**src/rtl/hs_pkg.sv**
```systemverilog
package hs_pkg;

  typedef enum logic [2:0] {
    S_DRAIN   = 3'd0,  // request seen high out of reset, wait for low
    S_IDLE    = 3'd1,
    S_ADDRACK = 3'd2,
    S_FETCH   = 3'd3,
    S_PRESENT = 3'd4,
    S_CLOSE   = 3'd5
  } hs_state_t;

  typedef struct packed {
    logic captureAddr;
    logic readMem;
    logic captureData;
    logic driveBus;
  } hs_strobe_t;

endpackage

```
**src/rtl/hs_sync.sv**
```systemverilog
module hs_sync #(
  parameter int WIDTH = 2,
  parameter int STAGES = 2,
  parameter logic [WIDTH-1:0] RESET_VAL = '1
) (
  input  logic             clk,
  input  logic             rstN,
  input  logic [WIDTH-1:0] asyncIn,
  output logic [WIDTH-1:0] syncOut
);

  logic [WIDTH-1:0] chain [STAGES];

  always_ff @(posedge clk) begin
    if (!rstN) chain[0] <= RESET_VAL;
    else       chain[0] <= asyncIn;
  end

  generate
    for (genvar s = 1; s < STAGES; s++) begin : g_stage
      always_ff @(posedge clk) begin
        if (!rstN) chain[s] <= RESET_VAL;
        else       chain[s] <= chain[s-1];
      end
    end
  endgenerate

  assign syncOut = chain[STAGES-1];

endmodule

```
**src/rtl/hs_ctrl.sv**
```systemverilog
module hs_ctrl
  import hs_pkg::*;
#(
  parameter int LATENCY = 4
) (
  input  logic       clk,
  input  logic       rstN,
  input  logic       reqSync,
  input  logic       ackSync,
  output logic       ackOut,
  output logic       dataRdy,
  output hs_strobe_t strobe
);

  localparam int CNT_W = (LATENCY < 2) ? 1 : $clog2(LATENCY);
  localparam logic [CNT_W-1:0] LAST_CNT = CNT_W'(LATENCY - 1);

  hs_state_t state, nextState;
  logic [CNT_W-1:0] waitCnt;

  always_ff @(posedge clk) begin
    if (!rstN) begin
      state   <= S_DRAIN;
      waitCnt <= '0;
    end else begin
      state   <= nextState;
      waitCnt <= (state == S_FETCH) ? waitCnt + 1'b1 : '0;
    end
  end

  always_comb begin
    nextState = state;
    case (state)
      S_DRAIN:   if (!reqSync)            nextState = S_IDLE;
      S_IDLE:    if (reqSync)             nextState = S_ADDRACK;
      S_ADDRACK: if (!reqSync)            nextState = S_FETCH;
      S_FETCH:   if (waitCnt == LAST_CNT) nextState = S_PRESENT;
      S_PRESENT: if (ackSync)             nextState = S_CLOSE;
      S_CLOSE:   if (!ackSync)            nextState = S_IDLE;
      default:                            nextState = S_DRAIN;
    endcase
  end

  always_comb begin
    strobe.captureAddr = (state == S_IDLE) && reqSync;
    strobe.readMem     = (state == S_FETCH) && (waitCnt == '0);
    strobe.captureData = (state == S_FETCH) && (waitCnt == CNT_W'(1));
    strobe.driveBus    = (state == S_PRESENT);
  end

  assign ackOut  = (state == S_ADDRACK);
  assign dataRdy = (state == S_PRESENT);

  // acknowledge holds while the request is still seen high
  a_r3_ack_holds: assert property (@(posedge clk) disable iff (!rstN)
    (ackOut && reqSync) |=> ackOut);

  // data phase ends on the edge after the acknowledge is seen
  a_r6_release_on_ack: assert property (@(posedge clk) disable iff (!rstN)
    (dataRdy && ackSync) |=> !dataRdy);

  // no acceptance while the requester acknowledge is still high
  a_r7_no_early_accept: assert property (@(posedge clk) disable iff (!rstN)
    (state == S_CLOSE && ackSync) |=> !ackOut);

  // a request held through reset is not taken
  a_r8_drain_first: assert property (@(posedge clk) disable iff (!rstN)
    (state == S_DRAIN) |=> !ackOut);

endmodule

```
**src/rtl/hs_datapath.sv**
```systemverilog
module hs_datapath
  import hs_pkg::*;
#(
  parameter int ADDR_W = 8,
  parameter int DATA_W = 16
) (
  input  logic              clk,
  input  logic              rstN,
  input  hs_strobe_t        strobe,
  input  logic [DATA_W-1:0] busIn,
  input  logic [DATA_W-1:0] memRdData,
  output logic [ADDR_W-1:0] memAddr,
  output logic              memRdEn,
  output logic [DATA_W-1:0] busOut,
  output logic              busOe
);

  logic [ADDR_W-1:0] addrReg;
  logic [DATA_W-1:0] dataReg;

  always_ff @(posedge clk) begin
    if (!rstN) begin
      addrReg <= '0;
      dataReg <= '0;
    end else begin
      if (strobe.captureAddr) addrReg <= busIn[ADDR_W-1:0];
      if (strobe.captureData) dataReg <= memRdData;
    end
  end

  assign memAddr = addrReg;
  assign memRdEn = strobe.readMem;
  assign busOe   = strobe.driveBus;
  assign busOut  = strobe.driveBus ? dataReg : '0;

  // the memory read is a single-cycle pulse
  a_r4_single_read: assert property (@(posedge clk) disable iff (!rstN)
    memRdEn |=> !memRdEn);

  // driven word is stable through the data phase
  a_r5_word_stable: assert property (@(posedge clk) disable iff (!rstN)
    (busOe && $past(busOe)) |-> $stable(busOut));

  // address register only changes on capture
  a_r2_addr_held: assert property (@(posedge clk) disable iff (!rstN)
    !$past(strobe.captureAddr) |-> $stable(memAddr));

endmodule

```
**src/rtl/read_handshake_responder.sv**
```systemverilog
module read_handshake_responder
  import hs_pkg::*;
#(
  parameter int ADDR_W  = 8,
  parameter int DATA_W  = 16,
  parameter int LATENCY = 4
) (
  input  logic              clk,
  input  logic              rstN,
  input  logic              reqIn,
  input  logic              ackIn,
  input  logic [DATA_W-1:0] busIn,
  output logic [DATA_W-1:0] busOut,
  output logic              busOe,
  output logic              ackOut,
  output logic              dataRdy,
  output logic [ADDR_W-1:0] memAddr,
  output logic              memRdEn,
  input  logic [DATA_W-1:0] memRdData
);

  logic [1:0] syncLines;
  hs_strobe_t strobe;

  // both lines reset high so a request held through reset is drained first
  hs_sync #(.WIDTH(2), .STAGES(2), .RESET_VAL(2'b11)) uSync (
    .clk     (clk),
    .rstN    (rstN),
    .asyncIn ({ackIn, reqIn}),
    .syncOut (syncLines)
  );

  hs_ctrl #(.LATENCY(LATENCY)) uCtrl (
    .clk     (clk),
    .rstN    (rstN),
    .reqSync (syncLines[0]),
    .ackSync (syncLines[1]),
    .ackOut  (ackOut),
    .dataRdy (dataRdy),
    .strobe  (strobe)
  );

  hs_datapath #(.ADDR_W(ADDR_W), .DATA_W(DATA_W)) uPath (
    .clk       (clk),
    .rstN      (rstN),
    .strobe    (strobe),
    .busIn     (busIn),
    .memRdData (memRdData),
    .memAddr   (memAddr),
    .memRdEn   (memRdEn),
    .busOut    (busOut),
    .busOe     (busOe)
  );

  // driver enable and data-ready come from different modules
  a_r5_oe_with_rdy: assert property (@(posedge clk) disable iff (!rstN)
    busOe == dataRdy);

  // never drive the lines during the address phase
  a_r9_no_contention: assert property (@(posedge clk) disable iff (!rstN)
    !(busOe && ackOut));

endmodule

```
**config.mk**
```make
export PLATFORM = sky130hd
export DESIGN_NAME = read_handshake_responder
export DESIGN_NICKNAME = d
export VERILOG_FILES = /design/src/rtl/hs_pkg.sv /design/src/rtl/hs_sync.sv /design/src/rtl/hs_ctrl.sv /design/src/rtl/hs_datapath.sv /design/src/rtl/read_handshake_responder.sv
export SDC_FILE = /design/constraint.sdc
export NUM_CORES = 1
export LEC_CHECK = 0
export ABC_AREA = 1
export ABC_CLOCK_PERIOD_IN_PS = 1700
export BUFFER_PORTS_ARGS = -buffer_cell sky130_fd_sc_hd__buf_2
export CAP_MARGIN = 25
export CORE_MARGIN = 2
export CORE_UTILIZATION = 46
export DETAILED_ROUTE_END_ITERATION = 6
export HOLD_SLACK_MARGIN = 0.03
export PLACE_DENSITY_LB_ADDON = 0.2
export SYNTH_ARGS = -nofsm -noshare
export SYNTH_HDL_FRONTEND = slang
export SYNTH_SLANG_ARGS = --single-unit
export TNS_END_PERCENT = 50
```
**constraint.sdc**
```tcl
create_clock -name clk -period 1.7 [get_ports clk]
set_input_delay 0.085 -clock clk [delete_from_list [all_inputs] [get_ports clk]]
set_output_delay 0.085 -clock clk [all_outputs]
set_load 0.005 [all_outputs]
```
# [After elaboration in Yosys (flattened, before gate mapping)]
# Memory sizes are Yosys's and may differ from the RTL's.
# Cells that the tools add are included.
[word_totals] ramBits=4 reg_bits=29 memories=1 input_bits=36
[memory_table] name="uSync.chain" words=2 width=2 rd=2 rd_clocked_by_memory_dff=0 wr=2 line="hs_sync.sv:12" source="logic [WIDTH-1:0] chain [STAGES];"
[classes] mux=12 reduce_logical=7 add_sub_neg=1 n_bitwise=2 eq_ne=13
[ops] op="3-bit 2-to-1 mux" count=6
[ops] op="3-bit case mux with 6 select lines" count=1
[ops] op="16-bit 2-to-1 mux" count=1
[ops] op="2-bit != test, second input constant" count=4
[ops] op="3-bit by 2-bit equality test with 1-bit output, second input constant" count=2
[ops] op="3-bit equality test, second input constant" count=2
[ops] op="6-bit AND reduction" count=1
[ops] op="2-bit 2-to-1 mux" count=2
[ops] op="2-bit by 1-bit != test with 1-bit output, second input constant" count=2
[ops] op="3-bit by 1-bit equality test with 1-bit output, second input constant" count=1
[ops] op="1-bit logical AND" count=3
[ops] op="3-bit zero test" count=1
[ops] op="2-bit by 1-bit adder with 2-bit output, second input constant" count=1
[ops] op="2-bit by 1-bit equality test with 1-bit output, second input constant" count=1
[ops] op="2-bit equality test, second input constant" count=1
[ops] op="2-bit zero test" count=1
[ops] op="1-bit 2-to-1 mux" count=2
[ops] op="1-bit bitwise OR" count=2
[ops] op="2-bit AND reduction" count=1

# [Depth between registers and ports, before layout]
# Gate-level depths: netlist (run 1).
[depth] depth_word=3 ltp_mapped=8

# [Cells and area by module]
# From an unflattened synthesis (run 1), not the netlist that was laid out.
[unflattened] hier_cells=261 hier_area_um2=1637.8
[modules_own_cells] mod="hs_datapath" area_each_um2=1149.9 n_inst=1 cells_each=187 seq_area_each_um2=480.5
[modules_own_cells] mod="hs_ctrl" area_each_um2=377.9 n_inst=1 cells_each=62 seq_area_each_um2=100.1
[modules_own_cells] mod="hs_sync" area_each_um2=110.1 n_inst=1 cells_each=12 seq_area_each_um2=80.1

# [Worst setup path before layout (run 1)]
# Ideal clock, no wire load.
[synth_timing] path_type="register to register" start="register uCtrl.state[1]" end="register uPath.dataReg[10]" t_required_ns=1.581 t_arrival_ns=1.045 setup_ns=0.119 slack_ns=0.535 synth_period_minus_slack_ns=1.165 path_stages_with_launch=7 cell_sequence="dfxtp_1 nand2_2 nor2_4 nand2_4 buf_6 o21ai_0 a21oi_1"
[synth_via] elab_chain_cells=2
[synth_lines] item="start, declared" line="hs_ctrl.sv:18" source="hs_state_t state, nextState;"
[synth_lines] item="start signal, assigned" line="hs_ctrl.sv:26" source="state <= nextState;"
[synth_lines] item="3-bit by 2-bit equality test with 1-bit output" line="hs_ctrl.sv:47" source="strobe.captureData = (state == S_FETCH) && (waitCnt == CNT_W'(1));"
[synth_lines] item="1-bit logical AND" line="hs_ctrl.sv:47"
[synth_lines] item="end signal, assigned" line="hs_datapath.sv:27" source="if (strobe.captureData) dataReg <= memRdData;"
[synth_lines] item="end, declared" line="hs_datapath.sv:19" source="logic [DATA_W-1:0] dataReg;"
# Every way passes these cells.
# A chain may end at the register's enable or synchronous reset.

# [Worst setup path in the final report (run 1)]
[layout_timing] start="register uCtrl.state[2]" end="output busOut[11]"
[layout_via] elab_chain_cells=2
[layout_lines] item="3-bit equality test" line="hs_ctrl.sv:48" source="strobe.driveBus = (state == S_PRESENT);"
[layout_lines] item="16-bit 2-to-1 mux" line="hs_datapath.sv:34" source="assign busOut = strobe.driveBus ? dataReg : '0;"
[layout_lines] item="end, declared" line="read_handshake_responder.sv:13" source="output logic [DATA_W-1:0] busOut,"
# Every way passes these cells.

==> results of run 1 <==
kinds of logic after synthesis:
logic type	synth area share, %
AOI/OAI and AO/OA	13.9
adders and majority gates	2.62
buffers and inverters	12.3
DFF	46.0
and+or+nand+nor	25.1
where the power goes:
part | total [mW] | leakage [nW] | internal, mW | switching [mW]
clock | 0.612 | 0.0455 | 0.351 | 0.260
combinational | 0.694 | 0.633 | 0.290 | 0.404
sequential | 0.977 | 0.270 | 0.881 | 0.0954
total | 2.28 | 0.948 | 1.52 | 0.759
timing repair:
action,4_1_cts,5_1_grt
hold endpoints to repair,21,1
setup endpoints to repair,0,16
hold buffers,21,1
gates resized for setup,0,3
layout make-up:
class	instances	area (um^2)
fillers	255	996
flip-flops and latches	33	664
multi-input cells	120	598
repair buffers	78	503
inverters	30	115
clock buffers	7	55.1
well taps	33	41.3
clock inverters	1	30.0
synthesized netlist by cell type (all sizes together):
cell     n  area (um^2)
a21oi   16         80.1
buf      5         46.3
clkbuf   3         15.0
dfxtp   33          661
ha       3         37.5
inv     30          115
nand2   13         61.3
nand3    8         50.1
nor2    49          206
nor3     2         10.0
nor3b    1         7.51
o21ai   24          120
or2      4         25.0
worst max-delay path by stage:
stage | start | end | depth (start not counted) | slack [ps]
global route | uCtrl.state[1]$_SDFFE_PN0P_ | busOut[11] | 6 | 10
detailed placement | uCtrl.state[1]$_SDFFE_PN0P_ | uPath.dataReg[5]$_SDFFE_PN0P_ | 5 | 350
CTS | uCtrl.state[2]$_SDFFE_PN0P_ | busOut[15] | 5 | 20
floorplan | uCtrl.state[1]$_SDFFE_PN0P_ | uPath.dataReg[10]$_SDFFE_PN0P_ | 6 | 540
global placement | uCtrl.state[1]$_SDFFE_PN0P_ | uPath.dataReg[7]$_SDFFE_PN0P_ | 5 | 380
finish | uCtrl.state[2]$_SDFFE_PN0P_ | busOut[11] | 5 | 150
layer usage:
metal  up-vias  GRT usage (%)  wire (um)
met5         -              0          0
met3         5           8.66        219
met2        44           29.5       1470
met4         0           6.67         45
li1        747              -          -
met1       623           20.0       1380
state kept, by name, indices dropped and copies added, names as in the netlist:
signal	flops
uPath.memAddr	8
uCtrl.state	3
uSync.chain	4
uPath.dataReg	16
uCtrl.waitCnt	2
critical path, cell delays in order, from the launching register on:
cell	delay [ps]
dfxtp_2	450
inv_4	90
nor2_4	160
inv_2	140
nor2_1	150
buf_2	140
through the flow:
stage	hold slack, ps	power (mW)	worst slack, ps	std cells	cell area [um^2]
floorplan	192	1.46	535	191	1440
global placement	272	1.64	378	272	1700
detailed placement	273	1.65	354	272	1700
CTS	30.9	2.29	21.8	301	1990
global route	35.7	2.46	10.0	302	2010
finish	34.8	2.28	153	302	2010
==> flow_metrics.tcl, run 1 <==
set metrics [dict create \
    cts_buffer_depth 2 \
    clock.fmax_mhz 646 \
    synth.yosys.seq_area_share_pct 46.0 \
    required_ps 1620 \
    clockRootBuffer "clkbuf_4" \
    gr-usage-all-layers_pct 17.9 \
    r2r_slack_ps 450 \
    rows 20 \
    final_cell_mix "55 x buf_2, 46 x nor2_1, 30 x dfxtp_1, 25 x inv_1, 22 x dlygate4sd3_1" \
    syn_area_per_cell_um2 7.51 \
    place_congestion 0.784 \
    antenna_found_initial 0 \
    hpwl_mm 1.97 \
    whs_endpoint "uPath.dataReg[5]$_SDFFE_PN0P_" \
    worst_r2r_path_depth 5 \
    fin_util_pct 66.8 \
    start_kind "register" \
    antennaDiodeCount 0 \
    maxSlewHeadroom_pct 80.4 \
    grt_pass1_wl_mm 4.68 \
    cts_tree "built" \
    clock_latency_ps 340 \
    die_y_um 59.9 \
    end_kind "primary output" \
    postSynthCellCount 191 \
    layout_commonest_cell "buf_2" \
    finalSetupViolCount 0 \
    status "finished, final reports clean" \
    overflow 0 \
    fp.coreArea_um2 3000 \
    num_io_pins 64 \
    io_buffers 55 \
    p_leak_nw 0.948 \
    syn-cell-area_um2 1440 \
    clkTransAtPathRegs_ps 100 \
    rsz0062_at_grt "false" \
    cts_sinks 33 \
    drt_iter0_drc 33 \
    ys_ff_latch 33 \
    tightest_slew_ps 294 \
    r2r-end "uPath.dataReg[8]$_SDFFE_PN0P_" \
    start_util_pct 47.8 \
    grt_pass1_vias 1129 \
    hold_path_depth 3 \
    r2r_start "uCtrl.state[1]$_SDFFE_PN0P_" \
    drc_errors 0 \
    grt_max_degree 33 \
    cts_setup_buffers 0 \
    irDropWorstVdd_v 0.000720 \
    critPathMaxFanout 16 \
    fin_crit_sh_pct 91.0 \
    final.setup_skew_ps 9.48 \
    fin_crit_ps 1550 \
    final_antenna_net_count 0 \
    wire_per_inst_um 10.3 \
    fin_setup_tns_ps 0 \
    via_count 1419 \
    final_nets 307 \
    syn_nets 230 \
    yosysUniqueCellTypes 23 \
    slew_viol_final 0 \
    max_cap_violations 0 \
    first_pass_iters 4 \
    cp_data_arrival_time_ps 1460 \
    design.die.area_um2 3580 \
    syn_to_final_growth_pct 39.8 \
    yosys_warnings 0 \
    wirelength_mm 3.12 \
    cts_made_buffers 5 \
    crit_type "reg -> out" \
    hp-class "in -> reg" \
    final_layout_size_suffix_gt1_share_pct 30.9 \
    hold_viol_final 0 \
    p_per_area_nw_per_um2 1140 \
    die_width_um 59.9 \
    hold_start "memRdData[5]" \
    htree_levels 2 \
    drt-vias-per-instance 4.70 \
]
Note: power is estimated with default switching activity, not from simulation.
==> run 2: changes to the inputs <==
--- a/config.mk
+++ b/config.mk
@@ -6,11 +6,11 @@
 export NUM_CORES = 1
 export LEC_CHECK = 0
 export ABC_AREA = 1
-export ABC_CLOCK_PERIOD_IN_PS = 1700
+export ABC_CLOCK_PERIOD_IN_PS = 1300
 export BUFFER_PORTS_ARGS = -buffer_cell sky130_fd_sc_hd__buf_2
 export CAP_MARGIN = 25
 export CORE_MARGIN = 2
-export CORE_UTILIZATION = 46
+export CORE_UTILIZATION = 41
 export DETAILED_ROUTE_END_ITERATION = 6
 export HOLD_SLACK_MARGIN = 0.03
 export PLACE_DENSITY_LB_ADDON = 0.2
==> constraint.sdc (replaced) <==
create_clock -name clk -period 1.3 [get_ports clk]
set_input_delay 0.065 -clock clk [delete_from_list [all_inputs] [get_ports clk]]
set_output_delay 0.065 -clock clk [all_outputs]
set_load 0.005 [all_outputs]
==> run 2 against run 1 <==
Net effect: the run now ends with negative setup slack left; setup slack got worse by 210 ps; sequential power rose by 32%; cell count rose by 6.0%; global-route usage shrank 0.52 points; sequential share of layout area decreased by 0.75 points; die area grew 11%; combinational power up 51%; first-iteration DRC count rose by 79%; utilization fell by 4.5 points; register-to-register slack got worse by 330 ps; largest cell class unchanged.
==> flow_metrics.tcl, run 2 (synthesis gave the netlist of run 1 again) <==
set metrics [dict create \
    status "finished, violations left" \
    violations "negative setup slack" \
    htree_levels 2 \
    first_pass_iters 4 \
    cts_tree "built" \
    fin_setup_tns_ps -649 \
    tightest_slew_ps 315 \
    drt_iter0_drc 59 \
    fp.coreArea_um2 3340 \
    fin_util_pct 62.4 \
    largest_register_ff_count 16 \
    hp-class "in -> reg" \
    fin_crit_sh_pct 105 \
    slew_viol_final 0 \
    num_io_pins 64 \
    hold_start "memRdData[12]" \
    place_congestion 0.844 \
    p_leak_nw 0.955 \
    start_util_pct 43.0 \
    syn_to_final_growth_pct 45.0 \
    irDropWorstVdd_v 0.000633 \
    drt-vias-per-instance 4.49 \
    r2r-end "uPath.memAddr[4]$_SDFFE_PN0P_" \
    crit_slowest_cell "dfxtp_4" \
    hold_viol_final 0 \
    crit_buf_inv 3 \
    crit_chain "inv_2 -> nand2_2 -> nor2_4 -> inv_6 -> nor2_1 -> buf_2" \
    r2r_slack_ps 120 \
    die_width_um 63.2 \
    final_cell_mix "55 x buf_2, 44 x nor2_1, 29 x dfxtp_1, 24 x inv_1, 23 x dlygate4sd3_1" \
    grt_pass1_wl_mm 5.49 \
    clock.fmax_mhz 735 \
    grt_pass1_vias 1308 \
    fillers 308 \
    wirelength_mm 3.14 \
    rows 21 \
    design.die.area_um2 3990 \
    crit_family "flip-flops" \
    p_per_area_nw_per_um2 1390 \
    clock_latency_ps 320 \
    via_count 1436 \
    whs_ps 32.8 \
    stdcell_count 320 \
    clockRootBuffer "clkbuf_4" \
    final_nets 313 \
    worst_r2r_path_depth 5 \
    wire_per_inst_um 9.83 \
    drc_errors 0 \
    layout_commonest_cell "buf_2" \
    required_ps 1240 \
    hold_path_depth 3 \
    crit_type "reg -> out" \
    io_buffers 55 \
    maxSlewHeadroom_pct 79.0 \
    final.setup_skew_ps 4.46 \
    end_kind "primary output" \
    whs_endpoint "uPath.dataReg[12]$_SDFFE_PN0P_" \
    finalSetupViolCount 17 \
    cts_buffer_depth 2 \
    hpwl_mm 2.05 \
    final_antenna_net_count 0 \
    fin_crit_ps 1360 \
    start_kind "register" \
    cts_sinks 33 \
    grt_max_degree 33 \
    gr-usage-all-layers_pct 17.4 \
    final_layout_size_suffix_gt1_share_pct 33.9 \
    die_y_um 63.2 \
    worst_slack_ps -60.9 \
    critPathMaxStageDelay_ps 370 \
    cts_made_buffers 5 \
    cp_data_arrival_time_ps 1300 \
    antennaDiodeCount 0 \
    r2r_start "uCtrl.state[0]$_SDFFE_PN0P_" \
    critPathMaxFanout 16 \
    overflow 0 \
    clkTransAtPathRegs_ps 90 \
    antenna_found_initial 0 \
    rsz0062_at_grt "true" \
    dp.cells 289 \
    max_cap_violations 0 \
    regMostFlops "uPath.dataReg" \
]
## run 2: area by class of cell
type	instances	area [um^2]	area share [%]
inverters	30	125	6.01
repair buffers	84	551	26.5
well taps	46	57.6	2.77
clock buffers	7	55.1	2.65
multi-input cells	120	619	29.8
flip-flops and latches	33	673	32.4
## run 2: worst min-delay path, stage by stage
cell and delay (ps):
buf_2 70, o21ai_0 70, a21oi_1 110
## run 2: routing by layer
metal  GRT usage, %  wire length, um  vias up  share of wire, %
met5              0                0        -                 0
met4           6.67               52        0               1.7
met3           5.54              216        7               6.9
met2           31.5             1510       43                48
met1           18.7             1360      627                43
li1               -                -      759                 -
## run 2: through the flow
step / setup slack (ps) / area (um^2) / total power, mW
2_1_floorplan: 135 / 1440 / 1.91
3_3_place_gp: 37.5 / 1740 / 2.20
3_5_place_dp: 14.4 / 1740 / 2.21
4_1_cts: -64.0 / 2060 / 2.89
5_1_grt: -168 / 2080 / 3.14
6_report: -60.9 / 2080 / 2.89
## run 2: power breakdown
part	total, mW	internal [mW]	leakage [nW]	switching (mW)
clock network	0.556	0.255	0.0314	0.301
logic	1.05	0.459	0.653	0.588
registers	1.29	1.17	0.271	0.121
total	2.89	1.88	0.955	1.01
## run 2: how the worst max path moves through the flow
stage / startpoint / endpoint / slack [ps] / cells after the start
2_1_floorplan: uCtrl.state[1]$_SDFFE_PN0P_ / uPath.dataReg[10]$_SDFFE_PN0P_ / 140 / 6
3_3_place_gp: uCtrl.state[2]$_SDFFE_PN0P_ / uCtrl.state[2]$_SDFFE_PN0P_ / 40 / 7
3_5_place_dp: uCtrl.state[0]$_SDFFE_PN0P_ / uPath.dataReg[7]$_SDFFE_PN0P_ / 10 / 5
4_1_cts: uCtrl.state[2]$_SDFFE_PN0P_ / busOut[15] / -60 / 5
5_1_grt: uCtrl.state[0]$_SDFFE_PN0P_ / busOut[4] / -170 / 6
6_report: uCtrl.state[0]$_SDFFE_PN0P_ / busOut[15] / -60 / 6
## run 2: repair_timing
item,4_1_cts,5_1_grt
setup buffers,1,0
cloned,0,0
resized for setup,10,8
pin swaps,0,1
endpoints found under the setup margin,19,26
hold endpoints to repair,23,0
hold buffers,23,0
